===== config.mk =====
export PLATFORM = sky130hd
export DESIGN_NAME = audclk_gen
export DESIGN_NICKNAME = d
export VERILOG_FILES = /design/src/rtl/acg_pkg.sv /design/src/rtl/acg_div.sv /design/src/rtl/acg_ctrl.sv /design/src/rtl/acg_clk_mux.sv /design/src/rtl/audclk_gen.sv
export SDC_FILE = /design/constraint.sdc
export NUM_CORES = 1
export LEC_CHECK = 0
export BUFFER_PORTS_ARGS = -buffer_cell sky130_fd_sc_hd__buf_2
export CORE_MARGIN = 4
export CORE_UTILIZATION = 64
export DETAILED_ROUTE_END_ITERATION = 7
export PLACE_DENSITY = 0.83
export SYNTH_ARGS = -nofsm -noshare
export SYNTH_HDL_FRONTEND = slang
export SYNTH_SLANG_ARGS = --single-unit

===== constraint.sdc =====
create_clock -name src_clk -period 4.96 [get_ports src_clk]
set_input_delay 1.24 -clock src_clk [delete_from_list [all_inputs] [get_ports src_clk]]
set_output_delay 1.24 -clock src_clk [all_outputs]
set_load 0.1 [all_outputs]

===== src/rtl/acg_pkg.sv =====
package acg_pkg;
   // Output routing captured at start
   typedef enum logic {
      ROUTE_BCK_PASS = 1'b0,
      ROUTE_MCK_GEN  = 1'b1
   } route_e;

   // log2 of the fixed slot factor between frame and source divider
   localparam int unsigned SLOT_SHIFT_DEF = 5;
endpackage


===== src/rtl/acg_div.sv =====
// Reloadable ratio divider: period LIM+1 cycles, high for the first ceil((LIM+1)/2).
module acg_div #(
   parameter int unsigned W = 6
) (
   input  logic         clk,
   input  logic         rst_n,
   input  logic         start,
   input  logic         run,
   input  logic         halt,
   input  logic [W-1:0] lim_in,
   output logic         q,
   output logic         q_nxt,
   output logic         wrap,
   output logic [W-1:0] lim,
   output logic         lim_zero
);
   logic [W-1:0] cnt;
   logic [W:0]   cnt_inc;
   logic [W:0]   hi_len;
   logic         stay_hi;

   always_comb begin
      cnt_inc  = {1'b0, cnt} + (W+1)'(1);
      hi_len   = ({1'b0, lim} + (W+1)'(2)) >> 1;
      stay_hi  = cnt_inc < hi_len;
      wrap     = run && (cnt == lim);
      lim_zero = (lim == '0);
      q_nxt    = start | (run & (wrap | stay_hi));
   end

   always_ff @(posedge clk or negedge rst_n) begin
      if (!rst_n) begin
         cnt <= '0;
         lim <= '0;
         q   <= 1'b0;
      end else if (start) begin
         cnt <= '0;
         lim <= lim_in;
         q   <= 1'b1;
      end else if (run && !halt) begin
         if (wrap) begin
            cnt <= '0;
            lim <= lim_in;
            q   <= 1'b1;
         end else begin
            cnt <= cnt_inc[W-1:0];
            q   <= stay_hi;
         end
      end else begin
         cnt <= '0;
         q   <= 1'b0;
      end
   end
endmodule


===== src/rtl/acg_ctrl.sv =====
// Start/stop sequencing; a stop waits for the end of a master-clock high phase.
module acg_ctrl
   import acg_pkg::*;
(
   input  logic   clk,
   input  logic   rst_n,
   input  logic   is_master,
   input  logic   on_stb,
   input  logic   off_stb,
   input  logic   mode_in,
   input  logic   mck_q,
   input  logic   mck_q_nxt,
   input  logic   mck_lim_zero,
   output logic   run_q,
   output route_e mode_q,
   output logic   start,
   output logic   halt
);
   logic pend_q;
   logic stop_req;

   always_comb begin
      start    = on_stb & is_master & ~off_stb & ~run_q;
      stop_req = run_q & (off_stb | pend_q);
      halt     = stop_req & ((mode_q == ROUTE_BCK_PASS) | mck_lim_zero
                             | ~mck_q | ~mck_q_nxt);
   end

   always_ff @(posedge clk or negedge rst_n) begin
      if (!rst_n) begin
         run_q  <= 1'b0;
         pend_q <= 1'b0;
         mode_q <= ROUTE_BCK_PASS;
      end else if (start) begin
         run_q  <= 1'b1;
         pend_q <= 1'b0;
         mode_q <= route_e'(mode_in);
      end else if (halt) begin
         run_q  <= 1'b0;
         pend_q <= 1'b0;
      end else if (stop_req) begin
         pend_q <= 1'b1;
      end
   end
endmodule


===== src/rtl/acg_clk_mux.sv =====
// Glitch-free source-clock select: select flop updates while the clock is low.
module acg_clk_mux (
   input  logic clk,
   input  logic rst_n,
   input  logic sel_d,
   input  logic lvl,
   output logic o
);
   logic sel_q;

   always_ff @(negedge clk or negedge rst_n) begin
      if (!rst_n) sel_q <= 1'b0;
      else        sel_q <= sel_d;
   end

   assign o = sel_q ? clk : lvl;
endmodule


===== src/rtl/audclk_gen.sv =====
module audclk_gen
   import acg_pkg::*;
#(
   parameter int unsigned DIV_W      = 6,
   parameter int unsigned FS_W       = 6,
   parameter int unsigned SLOT_SHIFT = SLOT_SHIFT_DEF
) (
   input  logic             src_clk,
   input  logic             rst_n,
   input  logic             is_master,
   input  logic             clk_on,
   input  logic             clk_off,
   input  logic             mck_mode,
   input  logic [DIV_W-1:0] mck_div,
   input  logic [FS_W-1:0]  fs_div,
   output logic             mck_o,
   output logic             bck_o,
   output logic             fs_o
);
   localparam int unsigned FRM_W = FS_W + SLOT_SHIFT;

   if (DIV_W < 1 || DIV_W > 16) begin : g_bad_div_w
      $error("audclk_gen: DIV_W must be 1..16");
   end
   if (FS_W < 1 || FRM_W > 24) begin : g_bad_fs_w
      $error("audclk_gen: FS_W + SLOT_SHIFT must be 1..24");
   end

   logic             run_q, start, halt;
   route_e           mode_q;
   logic             mck_q, mck_q_nxt, mck_wrap, mck_lim_zero;
   logic [DIV_W-1:0] mck_lim;
   logic             frm_unused_nxt, frm_unused_wrap, frm_unused_zero;
   logic [FRM_W-1:0] frm_unused_lim;
   logic [FRM_W-1:0] frm_lim_in;
   logic             mck_sel, bck_sel, mck_lvl;

   assign frm_lim_in = {fs_div, {SLOT_SHIFT{1'b1}}};

   acg_ctrl u_ctrl (
      .clk          (src_clk),
      .rst_n        (rst_n),
      .is_master    (is_master),
      .on_stb       (clk_on),
      .off_stb      (clk_off),
      .mode_in      (mck_mode),
      .mck_q        (mck_q),
      .mck_q_nxt    (mck_q_nxt),
      .mck_lim_zero (mck_lim_zero),
      .run_q        (run_q),
      .mode_q       (mode_q),
      .start        (start),
      .halt         (halt)
   );

   acg_div #(.W(DIV_W)) u_mck_div (
      .clk      (src_clk),
      .rst_n    (rst_n),
      .start    (start),
      .run      (run_q),
      .halt     (halt),
      .lim_in   (mck_div),
      .q        (mck_q),
      .q_nxt    (mck_q_nxt),
      .wrap     (mck_wrap),
      .lim      (mck_lim),
      .lim_zero (mck_lim_zero)
   );

   acg_div #(.W(FRM_W)) u_frm_div (
      .clk      (src_clk),
      .rst_n    (rst_n),
      .start    (start),
      .run      (run_q),
      .halt     (halt),
      .lim_in   (frm_lim_in),
      .q        (fs_o),
      .q_nxt    (frm_unused_nxt),
      .wrap     (frm_unused_wrap),
      .lim      (frm_unused_lim),
      .lim_zero (frm_unused_zero)
   );

   assign mck_sel = run_q & (mode_q == ROUTE_MCK_GEN) & mck_lim_zero;
   assign mck_lvl = mck_q & (mode_q == ROUTE_MCK_GEN);
   assign bck_sel = run_q & (mode_q == ROUTE_BCK_PASS);

   acg_clk_mux u_mck_mux (
      .clk   (src_clk),
      .rst_n (rst_n),
      .sel_d (mck_sel),
      .lvl   (mck_lvl),
      .o     (mck_o)
   );

   acg_clk_mux u_bck_mux (
      .clk   (src_clk),
      .rst_n (rst_n),
      .sel_d (bck_sel),
      .lvl   (1'b0),
      .o     (bck_o)
   );
endmodule


== After elaboration in Yosys (flattened, before gate mapping) ==
Cells that the tools add are included.

* Bitwise gates (word level): 21
* Eq/ne operators: 2
* Reduce and logical (&&, ||, !) cells: 12
* $lt $le $gt $ge: 2
* Multiplexer cells: 25
* $add $sub $neg: 4

{| class="wikitable"
|+ Operators with widths
! operator !! number
|-
| 11-bit two-way mux || 6
|-
| 6-bit two-way mux || 6
|-
| 1-bit two-way mux || 13
|-
| 11-bit by 1-bit adder with 12-bit output, second input constant || 1
|-
| 11-bit by 2-bit adder with 12-bit output, second input constant || 1
|-
| 12-bit by 11-bit < comparator with 1-bit output || 1
|-
| 11-bit equality test || 1
|-
| 1-bit bitwise AND || 10
|-
| 2-bit nonzero test || 4
|-
| 6-bit by 1-bit adder with 7-bit output, second input constant || 1
|-
| 6-bit by 2-bit adder with 7-bit output, second input constant || 1
|-
| 7-bit by 6-bit < comparator with 1-bit output || 1
|-
| 6-bit equality test || 1
|-
| 6-bit logical NOT || 1
|-
| 1-bit bitwise OR || 6
|-
| 1-bit inverter || 5
|-
| 2-bit AND reduction || 2
|-
| 1-bit logical AND || 3
|-
| 3-bit nonzero test || 1
|-
| 1-bit logical NOT || 1
|}

* Word-level logic and storage cells: 77
* Bits in registers: 41
* Input bits: 18
* Output and inout bits: 3

== Depth between registers and ports, before layout ==
Gate-level depths: netlist of the first run.

* Depth in word-level cells: 12
* Depth in mapped cells: 10
* Mapped depth without buffers: 10

== Modules after synthesis ==
From an unflattened synthesis of the first run, not the netlist that was laid out.

* Cells, all modules: 246
* Area total of the unflattened synthesis: 2680.1 µm²

{| class="wikitable"
|+ Modules (own cells, without submodules)
! module !! area each (µm²) !! cells an instance !! sequential area each (µm²) !! instances
|-
| acg_div at u_frm_div || 1551.5 || 151 || 575.6 || 1
|-
| acg_div at u_mck_div || 853.3 || 74 || 325.3 || 1
|-
| acg_ctrl || 163.9 || 12 || 75.1 || 1
|-
| acg_clk_mux || 40.0 || 2 || 25.0 || 2
|-
| audclk_gen || 31.3 || 5 || 0.0 || 1
|}

==> results of run 1 <==
==> per-stage QoR <==
stage / instances / cell area [µm²] / hold WS (ns)
5_1_grt: 309 / 2610 / 0.585
3_5_place_dp: 296 / 2470 / 0.525
4_1_cts: 309 / 2590 / 0.550
2_1_floorplan: 234 / 2330 / 0.472
3_3_place_gp: 296 / 2470 / 0.520
6_report: 309 / 2610 / 0.544
==> worst min-delay path, stage by stage (launching register included) <==
cell and delay (ns):
dfrtp_1 0.40, nand2_1 0.06, nand2_1 0.06
==> worst max path at each step <==
stage            end  cells past startpoint
6_report       mck_o                      3
5_1_grt        mck_o                      3
4_1_cts        mck_o                      3
3_5_place_dp   mck_o                      3
3_3_place_gp   mck_o                      3
2_1_floorplan  mck_o                      1
==> power breakdown <==
group / total [W] / switching, W / internal [W]
sequential: 0.000486 / 0.000113 / 0.000372
clock: 0.000300 / 0.000155 / 0.000145
combinational: 0.000425 / 0.000219 / 0.000206
total: 0.00121 / 0.000487 / 0.000724
==> Yosys cell counts (all sizes together) <==
library cell and instances:
a211o 1, a211oi 2, a21boi 1, a21o 2
a21oi 14, a221oi 1, a31oi 3, and2 1
and3 4, and4 1, buf 1, clkbuf 6
dfrtn 2, dfrtp 35, ha 18, inv 6
mux2 12, nand2 20, nand2b 2, nand3 23
nand4 3, nor2 10, nor2b 1, nor3 8
nor3b 5, nor4 2, o2111ai 1, o211a 1
o211ai 1, o21a 3, o21ai 2, o22ai 3
o311a 1, o31ai 1, or2 2, or4 1
or4b 1, xnor2 16, xor2 17
==> metal layers <==
layer / GRT usage (%) / part of all wire [%] / vias up / wire, µm
li1: - / - / 897 / -
met1: 30.5 / 46 / 880 / 2120
met2: 36.5 / 47 / 37 / 2160
met3: 7.22 / 5.7 / 9 / 263
met4: 13.6 / 1.8 / 0 / 83
met5: 0 / 0 / - / 0
==> registers in the layout (all words and copies together) (netlist names) <==
| name | cells |
|---|---|
| u_bck_mux.sel_q | 1 |
| u_ctrl.mode_q | 1 |
| u_ctrl.pend_q | 1 |
| u_ctrl.run_q | 1 |
| u_frm_div.cnt | 11 |
| u_frm_div.lim | 7 |
| u_frm_div.q | 1 |
| u_mck_div.cnt | 6 |
| u_mck_div.lim | 6 |
| u_mck_div.q | 1 |
| u_mck_mux.sel_q | 1 |
==> logic make-up (layout without fill, tap and decap cells) <==
logic type                 count (synthesis)  in the layout  share of synthesized area, %
AOI/OAI and AO/OA                         37             37                          10.5
muxes                                     12             12                          6.79
DFF                                       37             37                          39.9
xor gates and xnor gates                  33             33                          12.4
adders and majority gates                 18             18                          9.70
and+or+nand+nor                           84             84                          18.3
buffers and inverters                     13             42                          2.42
==> layout make-up <==
type	count	area [µm²]
clock buffer	14	139
inverter	6	22.5
clock inverter	1	5.00
fill	261	807
sequential	37	926
multi-input combinational	184	1350
tap	46	57.6
timing repair buffer	21	113
==> timing repair <==
item                       CTS  global route
pin swaps                    1             0
buffers inserted             0             0
setup endpoints to repair    5             4
resized for setup            5             4
==> out/qor.tcl, run 1 <==
set qor(reg2reg_setup_slack_ns) 1.38
set qor(max_capacitance_violation_count) 0
set qor(transition_time_at_the_pin_with_the_least_slew_margin_ns) 0.639
set qor(die_height_um) 68.2
set qor(avgSynthCellArea_um2) 9.92
set qor(max_slew_violation_total_from_the_final_report) 0
set qor(total_power_w) 0.00121
set qor(synth.distinct_cells) 42
set qor(crit_path_cell_trace) {nand2_1 -> o21ai_2 -> buf_12}
set qor(hold-path-endpoint) {u_ctrl.mode_q}
set qor(worst-endpoint-required_ns) 3.72
set qor(worstReg2RegStart) {u_mck_div.lim[1]}
set qor(nets) 297
set qor(critPathLaunch) {u_mck_mux.sel_q}
set qor(layout.cells.most_common_list) {dfrtp_1 (35), nand3_1 (23), nand2_1 (20), ha_1 (18), buf_2 (18)}
set qor(grt-ovfl-total) 0
set qor(grtUsageTotal_pct) 24.1
set qor(drt_first_pass_iters) 4
set qor(unrepaired_setup_endpoints_after_global_routing) {yes}
set qor(clock_slew_at_the_register_clock_pins_of_the_worst_setup_and_hold_paths_ns) 0.11
set qor(timing.slew.headroom_pct) 57.4
set qor(final_skew_ns) 0.00692
set qor(gp_congestion) 0.832
set qor(path_buf_inv) 1
set qor(wire_per_inst_um) 15.0
set qor(hp-class) {reg -> reg}
set qor(total_power_density_per_cell_area_mw_per_mm2) 464
set qor(syn_area_mm2) 0.00232
set qor(cp_data_arrival_time_ns) 3.70
set qor(cts_tree) {built}
set qor(hpwlAfterDp_um) 3520
set qor(cts.hold.buffers_added) 0
set qor(p_leak_nw) 1.25
set qor(post_synth_main_area_contributors) {dfrtp_1 (38%), ha_1 (9.7%), xor2_1 (6.4%)}
set qor(min-delay-start) {u_ctrl.mode_q}
set qor(first_iter_violations) 111
set qor(worst_ir_drop_vdd_mv) 0.295
set qor(rr_endpoint) {u_mck_mux.sel_q}
set qor(final-hold-violation-count) 0
set qor(placementRows) 21
set qor(finalSetupTns_ns) 0
set qor(place_worst_setup_slack_ns) 0.294
set qor(cpPeakStageDelay_ns) 0.44
set qor(dieArea_mm2) 0.00466
set qor(clk_latency_ns) 0.45
set qor(vias) 1823
set qor(grt_pass1_vias) 1822
set qor(syn-num-nets) 270
set qor(layout.cells.most_common) {dfrtp_1}
set qor(worst_setup_path_start_kind) {flip-flop}
set qor(ys_ff_latch) 37
set qor(route.detailed.drc) 0
set qor(antenna_cells) 0
set qor(antenna_violations_before_repair) 0
set qor(min_delay_path_depth) 2
set qor(grt_pass1_wl_um) 7980
set qor(slowest_stage) {dfrtn_1}
set qor(coreArea_mm2) 0.00342
set qor(grt_max_degree) 28
set qor(setup.worst_path.end_class) {output pin}
set qor(final_util_pct) 76.4
set qor(synth_largest_type_area_fraction_pct) 37.7
set qor(outcome) {complete, no violations}
set qor(area_growth_syn_to_layout_pct) 12.3
set qor(syn_inst) 234
set qor(synth_top_area_cell) {dfrtp_1}
set qor(top_level_ports) 21
set qor(drt.antenna.violating_nets) 0
set qor(die_w_um) 68.2
set qor(initial_utilization_pct) 68.0
set qor(via_per_inst) 5.90
set qor(io_buffers) 20
set qor(drive_above_1_share_pct) 17.5
set qor(path_class) {reg -> out}
set qor(detail_route.wirelength_um) 4630
set qor(synth_warnings) 0
set qor(timing.reg2reg.worst_path_depth) 2
set qor(finalWorstSetupSlack_ns) 0.0150
set qor(setup_viol_count_final) 0
set qor(timing.critical_path.fanout_max) 2
set qor(family_with_the_most_delay_on_the_worst_path) {flip-flops}
set qor(seq_area_frac_synth_pct) 39.9
Note: power is estimated with default switching activity, not from simulation.
==> run 2, diff against run 1 <==
--- a/config.mk
+++ b/config.mk
@@ -7,9 +7,9 @@
 export LEC_CHECK = 0
 export BUFFER_PORTS_ARGS = -buffer_cell sky130_fd_sc_hd__buf_2
 export CORE_MARGIN = 4
-export CORE_UTILIZATION = 64
+export CORE_UTILIZATION = 45
 export DETAILED_ROUTE_END_ITERATION = 7
-export PLACE_DENSITY = 0.83
+export PLACE_DENSITY = 0.61
 export SYNTH_ARGS = -nofsm -noshare
 export SYNTH_HDL_FRONTEND = slang
 export SYNTH_SLANG_ARGS = --single-unit
==> constraint.sdc (replaced) <==
create_clock -name src_clk -period 4.96 [get_ports src_clk]
set_input_delay 1.24 -clock src_clk [delete_from_list [all_inputs] [get_ports src_clk]]
set_output_delay 1.24 -clock src_clk [all_outputs]
set_load 0.01 [all_outputs]
==> run 2 against run 1 <==
Effect of this change: cell area up 1.2%; total power down 1.8%; sequential cell count unchanged; global-route usage decreased by 6.2 points; final cell count up 6.8%; hold slack worse by 0.015 ns; core utilization is 22 points lower; combinational power is 5.2% lower; largest power group unchanged.
==> out/qor.tcl, run 2 (same netlist as run 1, synthesis figures left out) <==
set qor(worstReg2RegStart) {u_mck_div.lim[1]}
set qor(largest-register) {u_frm_div.cnt}
set qor(clk_latency_ns) 0.41 ;# -0.04 ns
set qor(p_leak_nw) 1.25 ;# +0.26%
set qor(final-hold-violation-count) 0 ;# unchanged
set qor(final_skew_ns) 0.0229 ;# +0.0160 ns
set qor(layout.area.seq_um2) 926 ;# unchanged
set qor(total_power_density_per_cell_area_mw_per_mm2) 450 ;# -3.0%
set qor(critPathLaunch) {u_mck_mux.sel_q}
set qor(globalRouteMet1Util_pct) 24.0 ;# -6.5 points
set qor(cp_data_arrival_time_ns) 3.57 ;# -0.13 ns
set qor(multiInputGateArea_mm2) 0.00134 ;# -0.46%
set qor(post_cts_resized) 0 ;# -5
set qor(antenna_cells) 0 ;# unchanged
set qor(path_class) {reg -> out}
set qor(whs_ns) 0.530 ;# -0.0148 ns
set qor(die_height_um) 79.8 ;# +17%
set qor(initial_utilization_pct) 47.9 ;# -20 points
set qor(worst_setup_path_start_kind) {flip-flop}
set qor(cpPeakStageDelay_ns) 0.41 ;# -0.03 ns
set qor(max_capacitance_violation_count) 0 ;# unchanged
set qor(layout.cells.most_common_list) {dfrtp_1 (35), nand3_1 (23), nand2_1 (20), buf_2 (20), ha_1 (18)}
set qor(gp_congestion) 0.831 ;# -0.22%
set qor(cts_tree) {built}
set qor(grtUsageTotal_pct) 17.9 ;# -6.2 points
set qor(setup.worst_path.end_class) {output pin}
set qor(vias) 1752 ;# -3.9%
set qor(io_buffers) 20 ;# unchanged
set qor(flip_flop_count_of_the_largest_register_all_copies_and_words_added) 11 ;# unchanged
set qor(hp-class) {reg -> reg}
set qor(largest_regs) {u_frm_div.cnt (11), u_frm_div.lim (7)}
set qor(timing.slew.headroom_pct) 57.1 ;# -0.30 points
set qor(worst_ir_drop_vdd_mv) 0.242 ;# -18%
set qor(unrepaired_setup_endpoints_after_global_routing) {no}
set qor(layout.cells.most_common) {dfrtp_1}
set qor(grt_pass1_wl_um) 8510 ;# +6.6%
set qor(slowest_stage) {dfrtn_1}
set qor(nets) 297 ;# unchanged
set qor(coreArea_mm2) 0.00485 ;# +42%
set qor(detail_route.wirelength_um) 4820 ;# +4.2%
set qor(final_util_pct) 54.5 ;# -22 points
set qor(top_usage_layer) {met2}
set qor(first_iter_violations) 93 ;# -16%
set qor(area_growth_syn_to_layout_pct) 13.7
set qor(setup_viol_count_final) 0 ;# unchanged
set qor(crit_path_cell_trace) {nand2_1 -> o21ai_0 -> buf_2}
set qor(grt_max_degree) 28 ;# unchanged
set qor(min-delay-start) {u_frm_div.cnt[0]}
set qor(antenna_violations_before_repair) 0 ;# unchanged
set qor(path_buf_inv) 1 ;# unchanged
set qor(grt_pass1_vias) 1836 ;# +0.77%
set qor(timing.critical_path.fanout_max) 2 ;# unchanged
set qor(max_slew_violation_total_from_the_final_report) 0 ;# unchanged
set qor(top_level_ports) 21 ;# unchanged
set qor(finalSetupTns_ns) 0 ;# unchanged
set qor(clock_slew_at_the_register_clock_pins_of_the_worst_setup_and_hold_paths_ns) 0.07 ;# -0.04 ns
set qor(route.detailed.drc) 0 ;# unchanged
set qor(placementRows) 25 ;# +19%
set qor(nFillCells) 453 ;# +74%
set qor(total_power_w) 0.00119 ;# -1.8%
set qor(cts_setup_buffers) 0 ;# unchanged
set qor(wire_per_inst_um) 14.6 ;# -2.4%
set qor(via_per_inst) 5.31 ;# -10%
set qor(worst-endpoint-required_ns) 3.72 ;# about the same
set qor(grt-ovfl-total) 0 ;# unchanged
set qor(hpwlAfterDp_um) 3710 ;# +5.4%
set qor(family_with_the_most_delay_on_the_worst_path) {flip-flops}
set qor(dieArea_mm2) 0.00637 ;# +37%
set qor(groute.layer.met3.usage_pct) 6.55 ;# -0.68 points
set qor(drive_above_1_share_pct) 16.7 ;# -0.76 points
set qor(drt.antenna.violating_nets) 0 ;# unchanged
set qor(die_w_um) 79.8 ;# +17%
set qor(met2_usage_pct) 24.7 ;# -12 points
set qor(outcome) {complete, no violations}
set qor(cts.hold.buffers_added) 0 ;# unchanged
set qor(drt_first_pass_iters) 4 ;# unchanged
set qor(transition_time_at_the_pin_with_the_least_slew_margin_ns) 0.643 ;# +0.00455 ns
[run 2: changes by cell type in the layout (fill, tap and decap cells not counted)]
cell and delta:
and2_1 +1, and2_4 -1, buf_12 -2, buf_2 +2
clkbuf_4 -9, clkbuf_8 +7, clkinv_2 +1, clkinvlp_4 +1
o21ai_0 +1, o21ai_2 -1
[run 2: final cells by class]
class                   instances  share of cell area [%]
clock buffers                  12                    5.21
clock inverters                 3                   0.664
inverters                       6                   0.853
multi-input cells             184                    50.8
flip-flops and latches         37                    35.1
well taps                      67                    3.18
repair buffers                 21                    4.27
[run 2: final timing paths]
kind / endpoint / slack, ns / depth (start not counted)
max: mck_o / 0.15 / 3
min: u_frm_div.cnt[0] / 0.53 / 1
max reg2reg: u_mck_mux.sel_q / 1.36 / 2
min reg2reg: u_frm_div.cnt[0] / 0.53 / 1
max in group asynchronous: u_mck_mux.sel_q / 1.69 / 1
min in group asynchronous: u_frm_div.q / 0.70 / 1
[run 2: report_power, final]
part / internal, W / total [W] / switching [W]
combinational: 0.000207 / 0.000403 / 0.000195
clock: 0.000174 / 0.000303 / 0.000129
sequential: 0.000373 / 0.000483 / 0.000110
total: 0.000754 / 0.00119 / 0.000435
[run 2: metal layers]
layer | up-vias | wire length, µm | part of all wire (%)
li1 | 901 | - | -
met1 | 804 | 2380 | 49
met2 | 41 | 2120 | 44
met3 | 6 | 272 | 5.6
met4 | 0 | 55 | 1.1
met5 | - | 0 | 0
[run 2: stage by stage]
stage / std cells / setup WS [ns] / instance area, µm²
2_1_floorplan: 234 / 0.627 / 2320
3_3_place_gp: 317 / 0.627 / 2490
3_5_place_dp: 317 / 0.620 / 2490
4_1_cts: 330 / 0.108 / 2640
5_1_grt: 330 / 0.0228 / 2640
6_report: 330 / 0.150 / 2640
